<file path="src/rtl/rect_blit.sv">
module rect_blit #(
  parameter int ADDR_W = 32,
  parameter int DIM_W  = 16
) (
  input  logic              clk,
  input  logic              rst_n,
  input  logic              start,
  input  logic              pix32,
  input  logic [ADDR_W-1:0] src_addr,
  input  logic [ADDR_W-1:0] dst_addr,
  input  logic [ADDR_W-1:0] src_stride,
  input  logic [ADDR_W-1:0] dst_stride,
  input  logic [DIM_W-1:0]  width,
  input  logic [DIM_W-1:0]  height,
  output logic              busy,
  output logic              done,
  output logic              mem_req,
  output logic              mem_we,
  output logic [ADDR_W-1:0] mem_addr,
  output logic [7:0]        mem_be,
  output logic [63:0]       mem_wdata,
  input  logic [63:0]       mem_rdata,
  input  logic              mem_ready
);
  localparam int WC_W = DIM_W + 1;
  localparam logic [ADDR_W-1:0] WORD_MASK = ~ADDR_W'(7);

  typedef enum logic [2:0] {S_IDLE, S_LINE, S_PRIME, S_RD, S_WR} st_t;
  st_t st;

  logic [ADDR_W-1:0] sline, dline, sstr, dstr, sptr, dptr;
  logic [DIM_W-1:0]  wbytes, lines;
  logic [WC_W-1:0]   wleft;
  logic              first, done_q;
  logic [2:0]        doff, eoff, sh;
  logic [63:0]       cur, prev;

  wire [ADDR_W-1:0] a_round = ~ADDR_W'(pix32 ? 3 : 1);
  wire [DIM_W-1:0]  w_in    = width & ~DIM_W'(pix32 ? 3 : 1);
  wire              empty   = (w_in == '0) || (height == '0);

  wire [WC_W-1:0]   l_last = WC_W'(dline[2:0]) + WC_W'(wbytes) - WC_W'(1);
  wire [WC_W-1:0]   l_cnt  = (l_last >> 3) + WC_W'(1);
  wire [ADDR_W-1:0] l_sptr = (sline - ADDR_W'(dline[2:0])) & WORD_MASK;

  wire [7:0] m_left  = 8'hFF << doff;
  wire [7:0] m_right = 8'hFF >> (3'd7 - eoff);

  assign busy      = (st != S_IDLE);
  assign done      = done_q;
  assign mem_req   = (st == S_PRIME) || (st == S_RD) || (st == S_WR);
  assign mem_we    = (st == S_WR);
  assign mem_addr  = mem_we ? dptr : sptr;
  assign mem_be    = (first ? m_left : 8'hFF) & ((wleft == WC_W'(1)) ? m_right : 8'hFF);
  assign mem_wdata = (sh == 3'd0) ? cur : 64'({cur, prev} >> {sh, 3'b000});

  always_ff @(posedge clk or negedge rst_n) begin
    if (!rst_n) begin
      st <= S_IDLE;
      sline <= '0; dline <= '0; sstr <= '0; dstr <= '0;
      sptr <= '0; dptr <= '0; wbytes <= '0; lines <= '0;
      wleft <= '0; first <= 1'b0; done_q <= 1'b0;
      doff <= '0; eoff <= '0; sh <= '0; cur <= '0; prev <= '0;
    end else begin
      done_q <= 1'b0;
      case (st)
        S_IDLE: if (start) begin
          if (empty) done_q <= 1'b1;
          else begin
            sline  <= src_addr & a_round;
            dline  <= dst_addr & a_round;
            sstr   <= src_stride;
            dstr   <= dst_stride;
            wbytes <= w_in;
            lines  <= height;
            st     <= S_LINE;
          end
        end
        S_LINE: begin
          dptr  <= dline & WORD_MASK;
          sptr  <= l_sptr;
          wleft <= l_cnt;
          first <= 1'b1;
          doff  <= dline[2:0];
          eoff  <= l_last[2:0];
          sh    <= sline[2:0] - dline[2:0];
          st    <= (sline[2:0] != dline[2:0]) ? S_PRIME : S_RD;
        end
        S_PRIME: if (mem_ready) begin
          cur  <= mem_rdata;
          sptr <= sptr + ADDR_W'(8);
          st   <= S_RD;
        end
        S_RD: if (mem_ready) begin
          prev <= cur;
          cur  <= mem_rdata;
          sptr <= sptr + ADDR_W'(8);
          st   <= S_WR;
        end
        S_WR: if (mem_ready) begin
          dptr  <= dptr + ADDR_W'(8);
          first <= 1'b0;
          wleft <= wleft - WC_W'(1);
          if (wleft == WC_W'(1)) begin
            if (lines == DIM_W'(1)) begin
              st     <= S_IDLE;
              done_q <= 1'b1;
            end else begin
              lines <= lines - DIM_W'(1);
              sline <= sline + sstr;
              dline <= dline + dstr;
              st    <= S_LINE;
            end
          end else st <= S_RD;
        end
        default: st <= S_IDLE;
      endcase
    end
  end

  a_r2_done_pulse: assert property (@(posedge clk) disable iff (!rst_n) done |=> !done);
  a_r2_done_idle: assert property (@(posedge clk) disable iff (!rst_n) done |-> !busy);
  a_r3_aligned: assert property (@(posedge clk) disable iff (!rst_n) mem_req |-> mem_addr[2:0] == 3'b000);
  a_r3_hold: assert property (@(posedge clk) disable iff (!rst_n)
    mem_req && !mem_ready |=> mem_req && $stable(mem_addr) && $stable(mem_we));
  a_r4_be_nonzero: assert property (@(posedge clk) disable iff (!rst_n) mem_req && mem_we |-> mem_be != 8'h00);
  a_r8_idle_quiet: assert property (@(posedge clk) disable iff (!rst_n) !busy |-> !mem_req);
  a_r9_cfg_held: assert property (@(posedge clk) disable iff (!rst_n)
    busy && start |=> $stable(wbytes) && $stable(sstr) && $stable(dstr));
endmodule

</file>
<file path="config.mk">
export PLATFORM = sky130hd
export DESIGN_NAME = rect_blit
export DESIGN_NICKNAME = d
export VERILOG_FILES = /design/src/rtl/rect_blit.sv
export SDC_FILE = /design/constraint.sdc
export NUM_CORES = 1
export LEC_CHECK = 0
export ABC_AREA = 1
export BUFFER_PORTS_ARGS = -buffer_cell sky130_fd_sc_hd__buf_2
export CAP_MARGIN = 0
export CORE_MARGIN = 2
export CORE_UTILIZATION = 30
export DETAILED_ROUTE_END_ITERATION = 12
export SYNTH_ARGS = -nofsm -noshare
export SYNTH_HDL_FRONTEND = slang
export SYNTH_SLANG_ARGS = --single-unit
</file>
<file path="constraint.sdc">
create_clock -name clk -period 3.5 [get_ports clk]
set_input_delay 0.525 -clock clk [delete_from_list [all_inputs] [get_ports clk]]
set_output_delay 0.525 -clock clk [all_outputs]
set_load 0.01 [all_outputs]
</file>
Yosys cells after proc, flatten, opt, wreduce, memory -nomap -nowiden
Index checks and enable logic that the tools add are counted.
{"block": "word_totals", "ff_bits": 383, "inputBits": 229, "out_inout_bits": 108, "wordCells": 119}
{"block": "op_classes", "add_sub_neg": 12, "n_eq_ne": 15, "n_shift": 3, "n_mux": 46, "bitwise_logic": 7, "n_reduce_logical": 19}
{"cell": "$mux W32", "n": 13}
{"cell": "$pmux W32 S2", "n": 4}
{"cell": "$shr A128 B6 Y64", "n": 1}
{"cell": "$mux W16", "n": 5}
{"cell": "$add A32 B32 Y32", "n": 2}
{"cell": "$add A32 B4 Y32 const B", "n": 2}
{"cell": "$and A32 B32 Y32", "n": 2}
{"cell": "$mux W64", "n": 1}
{"cell": "$pmux W17 S2", "n": 1}
{"cell": "$sub A17 B1 Y17 const B", "n": 2}
{"cell": "$logic_not A16 Y1", "n": 2}
{"cell": "$not A32 Y32", "n": 1}
{"cell": "$pmux W16 S2", "n": 1}
{"cell": "$sub A32 B3 Y32", "n": 1}
{"cell": "$mux W3", "n": 6}
{"cell": "$add A3 B16 Y17", "n": 1}
{"cell": "$eq A17 B1 Y1 const B", "n": 1}
{"cell": "$mux W17", "n": 1}
{"cell": "$and A16 B16 Y16", "n": 1}
{"cell": "$eq A16 B1 Y1 const B", "n": 1}
{"cell": "$mux W8", "n": 2}
{"cell": "$not A2 Y16", "n": 1}
{"cell": "$sub A16 B1 Y16 const B", "n": 1}
{"cell": "$add A14 B1 Y15 const B", "n": 1}
{"cell": "25 further kinds", "n": 48}

Depth between registers and ports, before layout
Gate-level depths: netlist of the first run.
{"block": "logic_depth", "ltp_word": 8, "ltp_mapped": 22, "ltp_nobuf": 22}

Worst setup path after synthesis of the first run
No wires, ideal clock.
{"block": "synth_timing", "kind": "register to register", "from": "reg dline[1]", "to": "reg wleft[9]", "setup_ps": 123, "arrival_time_ps": 2610, "required_time_ps": 3377, "slack_ps": 767, "stages_incl_launch_ff": 21, "path_buffers": 0, "synth_period_minus_slack_ps": 2733, "path_cell_list": "dfrtp_1 > inv_1 > ha_1 > inv_1 > ha_1 > inv_1 > fa_1 > inv_1 > nand2_1 > nand2_1 > nand3_1 > nand2_1 > nand2_1 > nand2_1 > nand2_1 > nor2_1 > nand2_1 > nor2_1 > xor2_1 > o21ai_0 > nand2_1"}
{"block": "synth_via", "elab_chain_cells": 4}
{"item": "from (decl)", "line": "31", "text": "logic [ADDR_W-1:0] sline, dline, sstr, dstr, sptr, dptr;"}
{"item": "from (signal assigned)", "line": "71", "text": "dline <= dst_addr & a_round;"}
{"item": "from (signal assigned)", "line": "111", "text": "dline <= dline + dstr;"}
{"item": "$add A3 B16 Y17", "line": "42", "text": "wire [WC_W-1:0] l_last = WC_W'(dline[2:0]) + WC_W'(wbytes) - WC_W'(1);"}
{"item": "$sub A17 B1 Y17", "line": "42"}
{"item": "$add A14 B1 Y15", "line": "43", "text": "wire [WC_W-1:0] l_cnt = (l_last >> 3) + WC_W'(1);"}
{"item": "$pmux W17 S2", "line": "66", "text": "case (st)"}
{"item": "to (signal assigned)", "line": "82", "text": "wleft <= l_cnt;"}
{"item": "to (signal assigned)", "line": "103", "text": "wleft <= wleft - WC_W'(1);"}
{"item": "to (decl)", "line": "33", "text": "logic [WC_W-1:0] wleft;"}
Every way passes these cells.
A chain may end at the register's enable or synchronous reset.

Worst setup path in the final report of the first run
{"block": "layout_timing", "from": "reg sh[0]", "to": "out mem_wdata[18]"}
{"block": "layout_via", "elab_chain_cells": 2, "word_cells_on_any_way": 3, "classes_between": "1 x shift; 1 x mux; 1 x reduce/logical"}
{"item": "from (decl)", "line": "35", "text": "logic [2:0] doff, eoff, sh;"}
{"item": "from (signal assigned)", "line": "86", "text": "sh <= sline[2:0] - dline[2:0];"}
{"item": "$shr A128 B6 Y64 or $logic_not A3 Y1 (tied branches)", "line": "55", "text": "assign mem_wdata = (sh == 3'd0) ? cur : 64'({cur, prev} >> {sh, 3'b000});"}
{"item": "$mux W64 (*)", "line": "55"}
{"item": "to (decl)", "line": "21", "text": "output logic [63:0] mem_wdata,"}
Every way passes the cells marked *; elsewhere a longest branch is shown, timed or not.

==> results of run 1 <==
==> timing repair <==
item	4_1_cts	5_1_grt
setup endpoints to repair	1	11
hold buffers	1	0
hold endpoints to repair	9	0
gates resized for setup	1	2
==> cell usage in the layout, fill, tap and decap left out, types with 48 or more instances in the layout <==
master	Yosys	final
a21oi_1	178	178
buf_2	41	329
clkbuf_16	0	48
dfrtp_1	368	365
ha_1	89	89
inv_1	362	358
mux2_2	65	65
nand2_1	1037	1035
nand3_1	182	182
nor2_1	349	346
o21ai_0	530	530
==> where the power goes <==
part	switching, mW	internal, mW	total [mW]	leakage [nW]
Combinational	14.5	7.44	21.9	9.22
Sequential	1.94	6.34	8.28	4.48
Clock	2.05	3.21	5.25	0.825
==> per-stage QoR <==
step,area (sq um),utilization,cells,worst slack (ns)
2_1_floorplan,26200,-,3811,0.767
3_3_place_gp,29200,0.337,5173,0.295
3_5_place_dp,29200,0.337,5173,0.275
4_1_cts,30900,0.356,5261,0.0629
5_1_grt,30900,0.356,5261,0.0112
6_report,30900,0.356,5263,0.0616
==> state kept, by name (all words and copies together) (netlist names) <==
register	flops
sline	32
wbytes	15
dstr	32
eoff	3
dptr	29
first	1
dline	32
sh	3
wleft	17
cur	64
prev	56
done	1
doff	3
sstr	32
lines	16
st	3
sptr	29
==> kinds of logic after synthesis <==
kind of cell,count (synthesis),synth area share
DFF,368,0.351
and+or+nand+nor,1721,0.270
buffers and inverters,550,0.0824
muxes,75,0.0318
other,1,0.000143
adders and majority gates,93,0.0455
AOI/OAI and AO/OA,933,0.196
xor gates and xnor gates,68,0.0227
==> layer usage <==
layer,wire length (microns),GRT usage,vias to the layer above
li1,-,-,13200
met3,5940,0.0266,156
met5,0,0,-
met4,3430,0.0714,0
met2,46900,0.368,848
met1,40800,0.268,12700
==> layout make-up <==
cell class	count	area [sq um]
clock inverter	20	268
clock buffer	67	1390
multi-input combinational	2893	14900
inverter	374	1420
timing repair buffer	384	2240
tap	1155	1450
antenna	2	5.00
fill	9341	55900
sequential	368	9220
==> worst max-delay path by stage <==
stage               depth (start not counted)  slack [ns]      from       endpoint
floorplan                                  20        0.77  dline[1]       wleft[9]
global placement                           20        0.30  dline[1]       wleft[9]
detailed placement                         21        0.28  dline[1]      wleft[13]
CTS                                         6        0.06     sh[1]   mem_wdata[3]
global route                                8        0.01     sh[0]  mem_wdata[14]
finish                                      7        0.06     sh[0]  mem_wdata[18]
==> critical path, stage by stage (launching register included) <==
cell and delay, ns:
dfrtp_4 0.58, buf_4 0.25, o21ai_0 0.46, o21ai_0 0.14, inv_1 0.13, nand2_1 0.07
a32oi_1 0.47, buf_2 0.23
==> results.toml, run 1 <==
[die]
start_util = 0.302
die_w_microns = 300
coreArea_sq_um = 86800
io_pins = 337
die_y_microns = 300
fp-row-count = 108
dieArea_sq_um = 89900

[sta]
period_share = 0.982
fin_crit_ns = 3.44
slew_headroom = 0.303
grt_setup_unrepaired = "no"
maxSlewViolCount = 0
fmax_mhz = 291
setup_viol = 0
setup_tns_ns = 0
fin_skew_ns = 0.0324
holdWs_ns = 0.149
hold_viol = 0
worst_slew_pin_slew_ns = 1.03

[routing]
first_iter_violations = 2119
wl_per_cell_microns = 18.4
firstDrtPassIters = 6
via_per_inst = 5.11
drc_errors = 0
antenna_left = 0
wirelength_mm = 97.1
vias = 26900

[synthesis]
synthArstFlopShare = 1.00
ys_seq_area_frac = 0.351
synth.distinct_cells = 57
synthCells = 3809
synth_most_common_cell = "nand2_1"
synth_top_area_share = 0.351
synth_common_cells = "nand2_1, o21ai_0, dfrtp_1"
yosysWarnings = 0
synth_area_sq_um = 26200
ys_ff_latch = 368
synth_edf_count = 0
synth_flop_cell = "dfrtp_1"
synth_area_leaders = "dfrtp_1, nand2_1, o21ai_0"
yosysTopAreaCell = "dfrtp_1"
syn_avg_cell_area_sq_um = 6.89

[clock_network]
clk_pin_slew_worst_paths_ns = 0.06
htree_levels = 2
cts.sinks = 368
clock_latency_ns = 0.60
cts_setup_buffers = 0
root_buffer = "clkbuf_16"
cts-buffers-inserted = 48
cts_tree = "built"
clockBufferDepth = 3

[worst_setup_path]
critPathCaptureType = "primary output"
rr_startpoint = "dline[1]"
timing.rr.end = "wleft[13]"
crit_arrival_ns = 2.91
crit_fanout = 25
crit_type = "register to primary output"
ff2ff_path_depth = 21
cp-start-kind = "register"
r2r_slack_ns = 0.32
critPathRequiredTime_ns = 2.97

[placed_design]
gp_congestion = 0.933
post-dp-hpwl_mm = 74.5
io_buffers = 330

[status]
status = "finished clean"

[hold_path]
hold_class = "input port to register"
hold_end = "sstr[14]"
hold_depth = 2
holdCritStartpoint = "src_stride[14]"

[global_routing]
antenna_found_initial = 4
grt_pass1_wl_mm = 148
grt_max_degree = 143
grt_overflow = 0
grt_pass1_vias = 25600
grtUsageTotal = 0.211

[power_and_ir_drop]
powerDensity_nw_per_um2 = 1150
power.leakage_nw = 14.5
finalPower_mw = 35.5
peakVddDrop_mv = 0.584

[layout]
finish.net_count = 4391
final_layout_size_suffix_gt1_frac = 0.144
area.growth.synth_to_final_pct = 17.7

[flow_run]
maxCapViolations = 0
Note: power is estimated with default switching activity, not from simulation.
==> inputs of run 2 (changes only) <==
--- a/constraint.sdc
+++ b/constraint.sdc
@@ -3,2 +3,2 @@
 set_output_delay 0.525 -clock clk [all_outputs]
-set_load 0.01 [all_outputs]
+set_load 0.1 [all_outputs]
==> run 2 against run 1 <==
Compared with the run above:
- register-to-register slack gained 0.09 ns
- global-route usage grew 0.62 points
- non-clock buffer count grew 13
- first-iteration DRC count shrank 0.85%
- critical path depth grew 1
- largest cell class unchanged
==> results.toml, run 2 (synthesis gave the netlist of run 1 again) <==
[clock_network]
root_buffer = "clkbuf_16"
clock_latency_ns = 0.63
cts-buffers-inserted = 48
htree_levels = 2
cts_setup_buffers = 0
cts_tree = "built"
clk_pin_slew_worst_paths_ns = 0.06
cts.sinks = 368
clockBufferDepth = 3

[sta]
period_share = 0.972
fin_skew_ns = 0.0328
setup_viol = 0
fmax_mhz = 294
maxSlewViolCount = 0
hold_viol = 0
slew_headroom = 0.332
grt_setup_unrepaired = "no"
worst_slew_pin_slew_ns = 0.991
fin_crit_ns = 3.40

[layout]
finish.net_count = 4404
layout.cells.non_filler = 5282
final_layout_size_suffix_gt1_frac = 0.153
nFillCells = 9326
fin_util = 0.371
largest_register_ffs = 64
layout_common_cells = "nand2_1, o21ai_0, dfrtp_1"
largest-register = "cur"
final_common_cell = "nand2_1"
largestRegisters = "cur x64, prev x56"
area.growth.synth_to_final_pct = 22.8

[routing]
first_iter_violations = 2101
vias = 27000
via_per_inst = 5.11
antenna_left = 0
firstDrtPassIters = 6
wirelength_mm = 100
wl_per_cell_microns = 19.0
drc_errors = 0

[die]
fp-row-count = 108
coreArea_sq_um = 86800
die_w_microns = 300
io_pins = 337
dieArea_sq_um = 89900
start_util = 0.302
die_y_microns = 300

[placed_design]
dp.cells = 5185
io_buffers = 330
gp_congestion = 0.946
post-dp-hpwl_mm = 77.4

[global_routing]
grtUsageTotal = 0.217
grt_overflow = 0
grt_pass1_vias = 25800
grt_pass1_wl_mm = 152
grt_max_degree = 89
antenna_found_initial = 7

[worst_setup_path]
cpPeakStageDelay_ns = 0.55
critPathRequiredTime_ns = 2.97
critPathBufInv = 3
critPathCaptureType = "primary output"
cp_top_family = "buffers and inverters"
cp-start-kind = "register"
worst_path_max_delay_cell = "dfrtp_4"
crit_arrival_ns = 2.88
crit_fanout = 28
path_cells = "inv_4 -> buf_6 -> nand2_1 -> nand2_1 -> o21ai_0 -> or2_2 -> a32oi_2 -> buf_12"
cp_common_cell = "nand2_1"
crit_type = "register to primary output"

[flow_run]
maxCapViolations = 0

[hold_path]
hold_class = "input port to register"

[status]
status = "finished clean"
==> run 2: cell types whose count changed in the layout (fill, tap and decap cells not counted), moves of 3 or more <==
cell	delta
a32oi_1	-16
a32oi_2	+16
buf_12	+66
buf_2	-68
buf_4	+9
buf_6	+4
clkbuf_8	-4
clkinv_2	-3
clkinv_4	+3
clkinvlp_4	+4
diode_2	+3
o21ai_0	-33
o21ai_1	+33
==> run 2: path summary, 6_finish.rpt <==
check | depth (start not counted) | end | from | slack (ns)
max in group asynchronous | 3 | sstr[13] | rst_n | 2.08
min | 2 | sstr[26] | src_stride[26] | 0.12
max reg2reg | 21 | wleft[13] | dline[1] | 0.41
min in group asynchronous | 2 | cur[5] | rst_n | 0.56
min reg2reg | 2 | prev[8] | prev[8] | 0.48
max | 8 | mem_wdata[12] | sh[0] | 0.1
==> run 2: what timing repair did <==
action / 4_1_cts / 5_1_grt
endpoints found under the hold margin: 1 / 0
gates resized for setup: 1 / 15
gates cloned: 0 / 1
hold buffers: 1 / 0
endpoints found under the setup margin: 3 / 20
pin swaps: 0 / 0
==> run 2: area by class of cell <==
type,count,area [sq um],share of cell area
tap,1155,1450,0.0448
multi-input combinational,2893,15000,0.467
antenna,5,12.5,0.000388
sequential,368,9220,0.286
clock buffer,62,1330,0.0414
inverter,374,1410,0.0438
clock inverter,28,375,0.0116
timing repair buffer,397,3390,0.105
==> run 2: metrics by stage <==
stage	hold WS (ns)	cell area, sq um	setup TNS (ns)	setup WS (ns)
after floorplan	0.229	26400	-8.00	-0.548
after global placement	0.464	30400	0	0.277
after detailed placement	0.469	30400	0	0.257
after CTS	0.0870	32200	0	0.00928
after global routing	0.111	32200	0	0.000197
final	0.122	32200	0	0.0996
==> run 2: per-layer routing <==
metal,GRT usage,part of all wire,vias to the layer above
met5,0,0.00024,-
met4,0.0800,0.038,4
met3,0.0322,0.066,161
met2,0.373,0.48,890
met1,0.275,0.42,12700
li1,-,-,13200
==> run 2: worst reg2reg max path: cells and delay by family (launching register included) <==
family          cells  cell delay (ns)
simple gates       13             1.20
flops               1             0.45
compound gates      1             0.13
buf+inv             4             0.38
fa+ha+maj           3             0.86
Power of run 2 is left out: the tool's default activity adds up to more than one toggle a clock period on the data nets, which glitch-free logic cannot reach.
==> inputs of run 3 (changes only) <==
Settings changed: ABC_AREA 1 to default, MAX_ROUTING_LAYER from default to met4.
==> run 3 against run 2 <==
Compared with the run above:
- hold slack improved by 0.013 ns
- critical path type unchanged
- die area decreased by 5.6%
- non-clock buffer count is 28 higher
- first-iteration DRC count down 37%
- synthesized area decreased by 5.6%
- utilization grew 0.25 points
- clock skew increased by 0.028 ns
- synthesized cell count fell by 27%
- register-to-register slack worse by 0.21 ns
- critical endpoint is now mem_be[1]
- critical path depth did not move
- highest routed layer is now met4
==> results.toml, run 3 <==
[status]
status = "finished clean"

[clock_network]
clk_pin_slew_worst_paths_ns = 0.06
clockBufferDepth = 3
htree_levels = 2
clock_latency_ns = 0.62
root_buffer = "clkbuf_16"
cts_tree = "built"
cts.sinks = 368
cts-buffers-inserted = 48

[global_routing]
grt_pass1_vias = 21600
grt_max_degree = 79
grt_overflow = 0
antenna_found_initial = 6
grtUsageTotal = 0.199
grt_pass1_wl_mm = 129

[sta]
setup_viol = 0
fin_skew_ns = 0.0612
period_share = 0.972
maxSlewViolCount = 0
fmax_mhz = 294
hold_viol = 0
fin_crit_ns = 3.40
worst_slew_pin_slew_ns = 0.774
slew_headroom = 0.479
setup_slack_ns = 0.0983
grt_setup_unrepaired = "yes"
holdWs_ns = 0.135

[synthesis]
syn_avg_cell_area_sq_um = 8.92
synth-compound-area-share = 0.186
synth_flop_cell = "dfrtp_1"
synth_mux_area_frac = 0.164
ys_seq_area_frac = 0.372
synth.distinct_cells = 82
synth_most_common_cell = "dfrtp_1"
yosysWarnings = 0
ys_ff_latch = 368
synthCells = 2777
synth_common_cells = "dfrtp_1, nand2_1, a21oi_1"
yosys.area_share.adder = 0.0482
synth_xor_area_frac = 0.0325
synthArstFlopShare = 1.00
synth_area_sq_um = 24800
synth_top_family_by_area = "compound AO/OA/AOI/OAI gates"
synthSimpleGateAreaFrac = 0.159
synth_edf_count = 0
synth_top_area_share = 0.372
synth_area_leaders = "dfrtp_1, mux2_2, a21oi_1"
yosysTopAreaCell = "dfrtp_1"

[placed_design]
dp.cells = 4098
post-dp-hpwl_mm = 63.5
place_ws_ns = 0.0195
io_buffers = 330
gp_congestion = 0.912

[die]
dieArea_sq_um = 84800
die_w_microns = 291
io_pins = 337
coreArea_sq_um = 81800
die_y_microns = 291
start_util = 0.303
fp-row-count = 105

[layout]
largest_register_ffs = 64
largestRegisters = "cur x64, prev x56"
largest-register = "cur"
layout.area.seq_sq_um = 9220
multi_input_area_sq_um = 14900
fin_util = 0.374
nFillCells = 8389
finish.net_count = 3407
layout_common_cells = "dfrtp_1, nand2_1, buf_2"
area.growth.synth_to_final_pct = 23.6
final_layout_size_suffix_gt1_frac = 0.275
layout.cells.non_filler = 4197
final_common_cell = "dfrtp_1"

[worst_setup_path]
path_cells = "or3_4 -> or3_4 -> nor3_4 -> and4_4 -> buf_4 -> nand2b_4 -> o31a_1 -> buf_6"
cp-start-kind = "register"
critPathRequiredTime_ns = 2.97
critPathCaptureType = "primary output"
crit_arrival_ns = 2.88
cpPeakStageDelay_ns = 0.41
crit_type = "register to primary output"
worst_path_max_delay_cell = "or3_4"
crit_fanout = 5
cp_common_cell = "or3_4"

[routing]
first_iter_violations = 1321
vias = 22200
via_per_inst = 5.29
drc_errors = 0
wirelength_mm = 83.8
wl_per_cell_microns = 20.0
antenna_left = 0
firstDrtPassIters = 5

[hold_path]
hold_class = "input port to register"

[flow_run]
maxCapViolations = 0
==> run 3: cell types whose count changed after synthesis, moves of 118 or more <==
cell and delta:
o21ai_0 -296, inv_1 -295, nor2_1 -122, mux2_2 +181, nand3_1 -118, nand2_1 -700
==> run 3: kinds of logic (layout without fill, tap and decap cells) <==
group	Yosys count	count (layout)
AO/OA/AOI/OAI	780	780
XOR/XNOR	92	92
adder cells (fa/ha/maj)	93	93
buffers and inverters	238	581
flip-flops	368	368
multiplexers	346	346
other	1	8
AND/OR/NAND/NOR	859	859
==> run 3: final cells by class <==
| class | count | share of cell area |
|---|---|---|
| Tap cell | 1070 | 0.0437 |
| Multi-Input combinational cell | 2173 | 0.486 |
| Timing Repair Buffer | 425 | 0.105 |
| Clock buffer | 64 | 0.0445 |
| Sequential cell | 368 | 0.301 |
| Antenna cell | 5 | 0.000409 |
| Clock inverter | 23 | 0.0106 |
| Inverter | 69 | 0.00862 |
==> run 3: timing repair <==
action | CTS | global route
cloned | 0 | 0
endpoints found under the hold margin | 67 | 0
endpoints found under the setup margin | 13 | 28
hold buffers | 1 | 0
setup buffers | 3 | 3
resized for setup | 8 | 31
pin swaps | 1 | 7
==> run 3: worst max-delay path: cells and delay by family (launching register included) <==
kind | cells | cell delay [ns]
flops | 1 | 0.38
compound gates | 1 | 0.25
simple gates | 5 | 1.33
buf+inv | 2 | 0.34
==> run 3: final timing paths <==
path	slack [ns]	startpoint	end	cells after the start
max	0.1	wleft[10]	mem_be[1]	8
min	0.14	dst_stride[3]	dstr[3]	2
max reg2reg	0.20	dline[1]	wleft[8]	15
min reg2reg	0.49	wbytes[1]	wbytes[1]	2
max in group asynchronous	2.02	rst_n	dstr[24]	3
min in group asynchronous	0.55	rst_n	wleft[3]	2
==> run 3: stage by stage <==
stage,area (sq um),setup TNS [ns]
final,30600,0
after global routing,30600,-0.148
after CTS,30400,0
after detailed placement,28700,0
after global placement,28700,0
after floorplan,24900,-2.24
==> run 3: metal layers <==
layer / vias to the layer above / global-route usage / wire length (microns)
met1: 10800 / 0.235 / 34200
met4: 0 / 0.0516 / 2150
met3: 111 / 0.0417 / 5430
met2: 575 / 0.342 / 42000
met5: - / - / 0
li1: 10700 / - / -
Power of run 3 is left out for the same reason.
